### src/rtl/gpio_pkg.sv
package gpio_pkg;

  localparam int unsigned OFS_LEVEL = 32'h00;
  localparam int unsigned OFS_DIR   = 32'h04;
  localparam int unsigned OFS_SET   = 32'h08;
  localparam int unsigned OFS_CLR   = 32'h0C;
  localparam int unsigned OFS_ALT   = 32'h10;

  typedef enum logic [2:0] {
    SEL_LEVEL,
    SEL_DIR,
    SEL_SET,
    SEL_CLR,
    SEL_ALT,
    SEL_NONE
  } reg_sel_e;

  // Map a byte address onto the register it selects.
  function automatic reg_sel_e decode_addr(input logic [31:0] addr);
    reg_sel_e sel;
    case (addr)
      OFS_LEVEL: sel = SEL_LEVEL;
      OFS_DIR:   sel = SEL_DIR;
      OFS_SET:   sel = SEL_SET;
      OFS_CLR:   sel = SEL_CLR;
      OFS_ALT:   sel = SEL_ALT;
      default:   sel = SEL_NONE;
    endcase
    return sel;
  endfunction

  // New latch value after a set mask and a clear mask (at most one is nonzero).
  function automatic logic [31:0] apply_masks(input logic [31:0] cur,
                                              input logic [31:0] set_m,
                                              input logic [31:0] clr_m);
    return (cur | set_m) & ~clr_m;
  endfunction

endpackage

### src/rtl/gpio_in_sync.sv
module gpio_in_sync #(
  parameter int unsigned WIDTH = 28
) (
  input  logic             clk,
  input  logic             rst_n,
  input  logic [WIDTH-1:0] async_in,
  output logic [WIDTH-1:0] sync_out
);

  logic [WIDTH-1:0] stage1_q;
  logic [WIDTH-1:0] stage2_q;

  always_ff @(posedge clk or negedge rst_n) begin
    if (!rst_n) begin
      stage1_q <= '0;
      stage2_q <= '0;
    end else begin
      stage1_q <= async_in;
      stage2_q <= stage1_q;
    end
  end

  assign sync_out = stage2_q;

  // Cycles since reset, saturating at 2, so that the check never looks before reset.
  logic [1:0] warm_cnt;
  always_ff @(posedge clk or negedge rst_n) begin
    if (!rst_n)              warm_cnt <= 2'd0;
    else if (warm_cnt != 2'd2) warm_cnt <= warm_cnt + 2'd1;
  end

  assert_level_latency_R8: assert property (@(posedge clk) disable iff (!rst_n)
    (warm_cnt == 2'd2) |-> (sync_out == $past(async_in, 2)));

endmodule

### src/rtl/gpio_ctrl_regs.sv
module gpio_ctrl_regs
  import gpio_pkg::*;
#(
  parameter int unsigned NUM_PINS = 28
) (
  input  logic                clk,
  input  logic                rst_n,
  input  reg_sel_e            sel,
  input  logic                we,
  input  logic [NUM_PINS-1:0] wdata,
  output logic [NUM_PINS-1:0] dir_q,
  output logic [NUM_PINS-1:0] out_q,
  output logic [NUM_PINS-1:0] alt_q
);

  // Named write events for the assertions.
  logic wr_dir, wr_set, wr_clr, wr_alt;
  assign wr_dir = we && (sel == SEL_DIR);
  assign wr_set = we && (sel == SEL_SET);
  assign wr_clr = we && (sel == SEL_CLR);
  assign wr_alt = we && (sel == SEL_ALT);

  logic [NUM_PINS-1:0] set_mask, clr_mask, out_next;
  assign set_mask = wr_set ? wdata : '0;
  assign clr_mask = wr_clr ? wdata : '0;
  assign out_next = NUM_PINS'(apply_masks(32'(out_q), 32'(set_mask), 32'(clr_mask)));

  always_ff @(posedge clk or negedge rst_n) begin
    if (!rst_n) begin
      dir_q <= '0;
      out_q <= '0;
      alt_q <= '0;
    end else begin
      if (wr_dir) dir_q <= wdata;
      if (wr_alt) alt_q <= wdata;
      out_q <= out_next;
    end
  end

  assert_dir_write_R3: assert property (@(posedge clk) disable iff (!rst_n)
    wr_dir |=> (dir_q == $past(wdata)));

  assert_alt_write_R7: assert property (@(posedge clk) disable iff (!rst_n)
    wr_alt |=> (alt_q == $past(wdata)));

  assert_set_bits_R4: assert property (@(posedge clk) disable iff (!rst_n)
    wr_set |=> (((out_q & $past(wdata)) == $past(wdata)) &&
                ((out_q & ~$past(wdata)) == ($past(out_q) & ~$past(wdata)))));

  assert_clr_bits_R5: assert property (@(posedge clk) disable iff (!rst_n)
    wr_clr |=> (((out_q & $past(wdata)) == '0) &&
                ((out_q & ~$past(wdata)) == ($past(out_q) & ~$past(wdata)))));

  assert_dir_hold_R10: assert property (@(posedge clk) disable iff (!rst_n)
    !wr_dir |=> $stable(dir_q));

  assert_out_hold_R10: assert property (@(posedge clk) disable iff (!rst_n)
    !(wr_set || wr_clr) |=> $stable(out_q));

endmodule

### src/rtl/gpio_pad_mux.sv
module gpio_pad_mux #(
  parameter int unsigned NUM_PINS = 28
) (
  input  logic [NUM_PINS-1:0] alt_sel,
  input  logic [NUM_PINS-1:0] gpio_out,
  input  logic [NUM_PINS-1:0] gpio_oe,
  input  logic [NUM_PINS-1:0] periph_out,
  input  logic [NUM_PINS-1:0] periph_oe,
  output logic [NUM_PINS-1:0] pad_out,
  output logic [NUM_PINS-1:0] pad_oe
);

  for (genvar p = 0; p < NUM_PINS; p++) begin : g_pin
    assign pad_out[p] = alt_sel[p] ? periph_out[p] : gpio_out[p];
    assign pad_oe[p]  = alt_sel[p] ? periph_oe[p]  : gpio_oe[p];
  end

endmodule

### src/rtl/gpio_pin_ctrl.sv
module gpio_pin_ctrl
  import gpio_pkg::*;
#(
  parameter int unsigned NUM_PINS = 28,
  parameter int unsigned DATA_W   = 32,
  parameter int unsigned ADDR_W   = 5
) (
  input  logic                clk,
  input  logic                rst_n,
  input  logic [ADDR_W-1:0]   bus_addr,
  input  logic                bus_we,
  input  logic [DATA_W-1:0]   bus_wdata,
  output logic [DATA_W-1:0]   bus_rdata,
  input  logic [NUM_PINS-1:0] pin_in,
  input  logic [NUM_PINS-1:0] alt_out,
  input  logic [NUM_PINS-1:0] alt_oe,
  output logic [NUM_PINS-1:0] pad_out,
  output logic [NUM_PINS-1:0] pad_oe
);

  localparam int unsigned PAD_W = DATA_W - NUM_PINS;

  reg_sel_e            sel;
  logic [NUM_PINS-1:0] level_s;
  logic [NUM_PINS-1:0] dir_q, out_q, alt_q;

  assign sel = decode_addr(32'(bus_addr));

  gpio_in_sync #(.WIDTH(NUM_PINS)) u_sync (
    .clk      (clk),
    .rst_n    (rst_n),
    .async_in (pin_in),
    .sync_out (level_s)
  );

  gpio_ctrl_regs #(.NUM_PINS(NUM_PINS)) u_regs (
    .clk   (clk),
    .rst_n (rst_n),
    .sel   (sel),
    .we    (bus_we),
    .wdata (bus_wdata[NUM_PINS-1:0]),
    .dir_q (dir_q),
    .out_q (out_q),
    .alt_q (alt_q)
  );

  gpio_pad_mux #(.NUM_PINS(NUM_PINS)) u_mux (
    .alt_sel    (alt_q),
    .gpio_out   (out_q),
    .gpio_oe    (dir_q),
    .periph_out (alt_out),
    .periph_oe  (alt_oe),
    .pad_out    (pad_out),
    .pad_oe     (pad_oe)
  );

  logic [NUM_PINS-1:0] rd_bits;
  always_comb begin
    case (sel)
      SEL_LEVEL: rd_bits = level_s;
      SEL_DIR:   rd_bits = dir_q;
      SEL_ALT:   rd_bits = alt_q;
      default:   rd_bits = '0;
    endcase
  end

  assign bus_rdata = {{PAD_W{1'b0}}, rd_bits};

  assert_wo_read_zero_R6: assert property (@(posedge clk) disable iff (!rst_n)
    ((sel == SEL_SET) || (sel == SEL_CLR)) |-> (bus_rdata == '0));

  assert_upper_zero_R9: assert property (@(posedge clk) disable iff (!rst_n)
    bus_rdata[DATA_W-1:NUM_PINS] == '0);

  assert_unmapped_zero_R10: assert property (@(posedge clk) disable iff (!rst_n)
    (sel == SEL_NONE) |-> (bus_rdata == '0));

  assert_reset_idle_R11: assert property (@(posedge clk)
    !rst_n |-> ((pad_oe == '0) && (pad_out == '0)));

endmodule

### config.mk
export PLATFORM = sky130hd
export DESIGN_NAME = gpio_pin_ctrl
export DESIGN_NICKNAME = d
export VERILOG_FILES = /design/src/rtl/gpio_pkg.sv /design/src/rtl/gpio_in_sync.sv /design/src/rtl/gpio_ctrl_regs.sv /design/src/rtl/gpio_pad_mux.sv /design/src/rtl/gpio_pin_ctrl.sv
export SDC_FILE = /design/constraint.sdc
export NUM_CORES = 1
export LEC_CHECK = 0
export CAP_MARGIN = 40
export CORE_UTILIZATION = 41
export CTS_CLUSTER_DIAMETER = 80
export DETAILED_ROUTE_END_ITERATION = 6
export PLACE_DENSITY = 0.77
export SLEW_MARGIN = 30
export SYNTH_ARGS = -nofsm -noshare
export SYNTH_HDL_FRONTEND = slang
export SYNTH_SLANG_ARGS = --single-unit
### constraint.sdc
create_clock -name clk -period 1.1 [get_ports clk]
set_input_delay 0.11 -clock clk [delete_from_list [all_inputs] [get_ports clk]]
set_output_delay 0.11 -clock clk [all_outputs]
set_load 0.03 [all_outputs]
==> results.sh <==
export IMPL_numCtsBuffers=17
export IMPL_yosysUniqueCellTypes=19
export IMPL_viasPerCell=5.26
export IMPL_cts_tree="yes"
export IMPL_die_h_um=123
export IMPL_worstSetupPathType="register to primary output"
export IMPL_dr_first_iter_drc_count=213
export IMPL_wire_per_inst_um=21.3
export IMPL_final_nets=840
export IMPL_start_kind="register"
export IMPL_synth_top_cells_by_area="dfrtp_1 (58%), mux2_2 (21%), mux2i_1 (4.6%)"
export IMPL_max_freq_mhz=691
export IMPL_area_growth_pct=81.5
export IMPL_initial_utilization_pct=42.8
export IMPL_grt_usage_pct=26.3
export IMPL_slew_viol_final=0
export IMPL_synthCells=430
export IMPL_route_vias_total=4778
export IMPL_insertion_delay_ns=0.42
export IMPL_clock_path_buffers=2
export IMPL_gp_congestion=0.785
export IMPL_nFillCells=807
export IMPL_yosysSeqAreaShare_pct=58.1
export IMPL_synthMostInstantiatedCell="dfrtp_1"
export IMPL_arrival_ns=1.34
export IMPL_p_leak_nw=4.82
export IMPL_synth_warnings=0
export IMPL_core_um2=14100
export IMPL_grt_overflow=0
export IMPL_hp_class="primary input to register"
export IMPL_fin_crit_ns=1.45
export IMPL_grt_pass1_wl_um=29100
export IMPL_synth_common_cells="dfrtp_1 (140), mux2_2 (112)"
export IMPL_cp_end_kind="primary output"
export IMPL_io_pins=212
export IMPL_maxCapViolCount=0
export IMPL_synth_flop_cell="dfrtp_1"
export IMPL_routed_wl_um=19400
export IMPL_htree_num_levels=4
export IMPL_power_density_nw_per_um2=1720
export IMPL_timing_setup_tns_ns=-26.04
export IMPL_cts_root_buf="clkbuf_16"
export IMPL_rows=43
export IMPL_synth_top_area_share_pct=58.1
export IMPL_ir_worst_vdd_v=0.00124
export IMPL_dpl_hpwl_um=12100
export IMPL_worst_slack_ns=-0.348
export IMPL_period_share_pct=132
export IMPL_finish_utilization_pct=77.6
export IMPL_hold_viol=0
export IMPL_num_antenna_cells=0
export IMPL_violations="negative setup slack"
export IMPL_rsz0062_at_grt="yes"
export IMPL_skew_ns=0.00368
export IMPL_io_buffers=203
export IMPL_antenna_found_initial=0
export IMPL_synth_edf_count=0
export IMPL_grt_start_max_net_pins=35
export IMPL_ys_seq_elements=140
export IMPL_syn_mean_instance_area_um2=14.0
export IMPL_post_synth_top_area_cell="dfrtp_1"
export IMPL_critical_path_required_ns=0.99
export IMPL_first_pass_iters=4
export IMPL_finalSetupViolCount=86
export IMPL_path_max_fanout=4
export IMPL_ant_nets=0
export IMPL_fp_dieW_um=123
export IMPL_synthArstFlopShare_pct=100
export IMPL_layout_drive_gt1_share_pct=57.1
export IMPL_outcome="complete, but fails checks"
export IMPL_clkSlewWorstSetupHoldPaths_ns=0.06
export IMPL_drc=0
export IMPL_clkSinkCount=140
export IMPL_grt_pass1_vias=5385
export IMPL_syn_area_um2=6030
export IMPL_dieArea_um2=15200
==> final timing paths <==
path                                                    start                            end  slack, ns  cells past startpoint
worst max-delay path             u_regs.alt_q[16]$_DFFE_PN0P_                     pad_oe[16]      -0.35                      2
worst min-delay path                                pin_in[0]   u_sync.stage1_q[0]$_DFF_PN0_       0.12                      1
worst max register to register    u_regs.alt_q[8]$_DFFE_PN0P_    u_regs.alt_q[8]$_DFFE_PN0P_      -0.05                      4
worst min register to register  u_sync.stage1_q[19]$_DFF_PN0_  u_sync.sync_out[19]$_DFF_PN0_       0.34                      0
max in group asynchronous                               rst_n   u_regs.alt_q[24]$_DFFE_PN0P_       0.42                      3
min in group asynchronous                               rst_n  u_sync.sync_out[19]$_DFF_PN0_       0.16                      2
==> cell type report <==
class / instances / area, µm² / area share, %
sequential: 140 / 3520 / 32.2
multi-input combinational: 263 / 3370 / 30.7
timing repair buffer: 294 / 3220 / 29.4
clock buffer: 20 / 467 / 4.26
tap: 180 / 225 / 2.06
clock inverter: 11 / 143 / 1.30
==> through the flow <==
step / instances / setup WS (ns) / power [W] / hold WS, ns / cell area (µm²)
floorplan: 433 / -0.161 / 0.00926 / -0.186 / 6640
global placement: 840 / -0.719 / 0.0113 / 0.0268 / 9110
detailed placement: 840 / -0.772 / 0.0115 / 0.0353 / 9110
CTS: 893 / -0.368 / 0.0186 / 0.102 / 10600
global route: 908 / -0.383 / 0.0195 / 0.101 / 10900
finish: 908 / -0.348 / 0.0189 / 0.121 / 10900
==> cell families (layout without fill, tap and decap cells) <==
group / Yosys count / after routing / share of synthesized area (%)
DFF: 140 / 140 / 58.1
buffers and inverters: 30 / 325 / 3.44
and+or+nand+nor: 35 / 35 / 2.95
muxes: 140 / 140 / 25.6
other: 1 / 4 / 0.0622
AOI/OAI and AO/OA: 84 / 84 / 9.88
==> flip-flops by register name, summed over array words and instances, names as in the netlist <==
signal and count:
u_regs.alt_q 28, u_regs.dir_q 28, u_regs.out_q 28, u_sync.stage1_q 28, u_sync.sync_out 28
==> report_power, final <==
| part | leakage (nW) | total, W | switching (W) | internal [W] |
|---|---|---|---|---|
| sequential | 1.71 | 0.00661 | 0.000731 | 0.00588 |
| combinational | 2.81 | 0.00635 | 0.00273 | 0.00362 |
| clock | 0.298 | 0.00591 | 0.00219 | 0.00372 |
==> cell usage in the layout (no fill, tap or decap), types with 5 or more instances in the layout <==
cell type,instances
dfrtp_1,124
mux2_2,16
o2bb2ai_2,5
clkdlybuf4s50_1,112
buf_4,49
clkbuf_16,19
o2bb2ai_4,23
o31ai_1,20
buf_6,102
buf_12,21
o21ai_2,10
mux2i_2,22
mux2i_1,5
dfrtp_2,16
nand2_1,28
o31ai_2,8
o21ai_1,17
mux2_4,96
==> what timing repair did <==
action	CTS	global route
pin swaps	4	3
buffers inserted	19	13
cloned	2	3
hold buffers	1	0
setup endpoints to repair	168	102
resized for setup	200	67
hold endpoints to repair	140	0
==> routing by layer <==
layer	global-route usage, %	vias up	share of wire [%]
li1	-	2165	-
met4	9.41	0	1.7
met1	31.9	2416	41
met2	44.2	165	52
met5	0	-	0
met3	8.07	32	5.5
==> critical path, cell delays in order (launching register included) <==
cell and delay (ns):
dfrtp_2 0.44, mux2_4 0.33, buf_12 0.14
No activity file was read; power rests on OpenSTA's default activity.
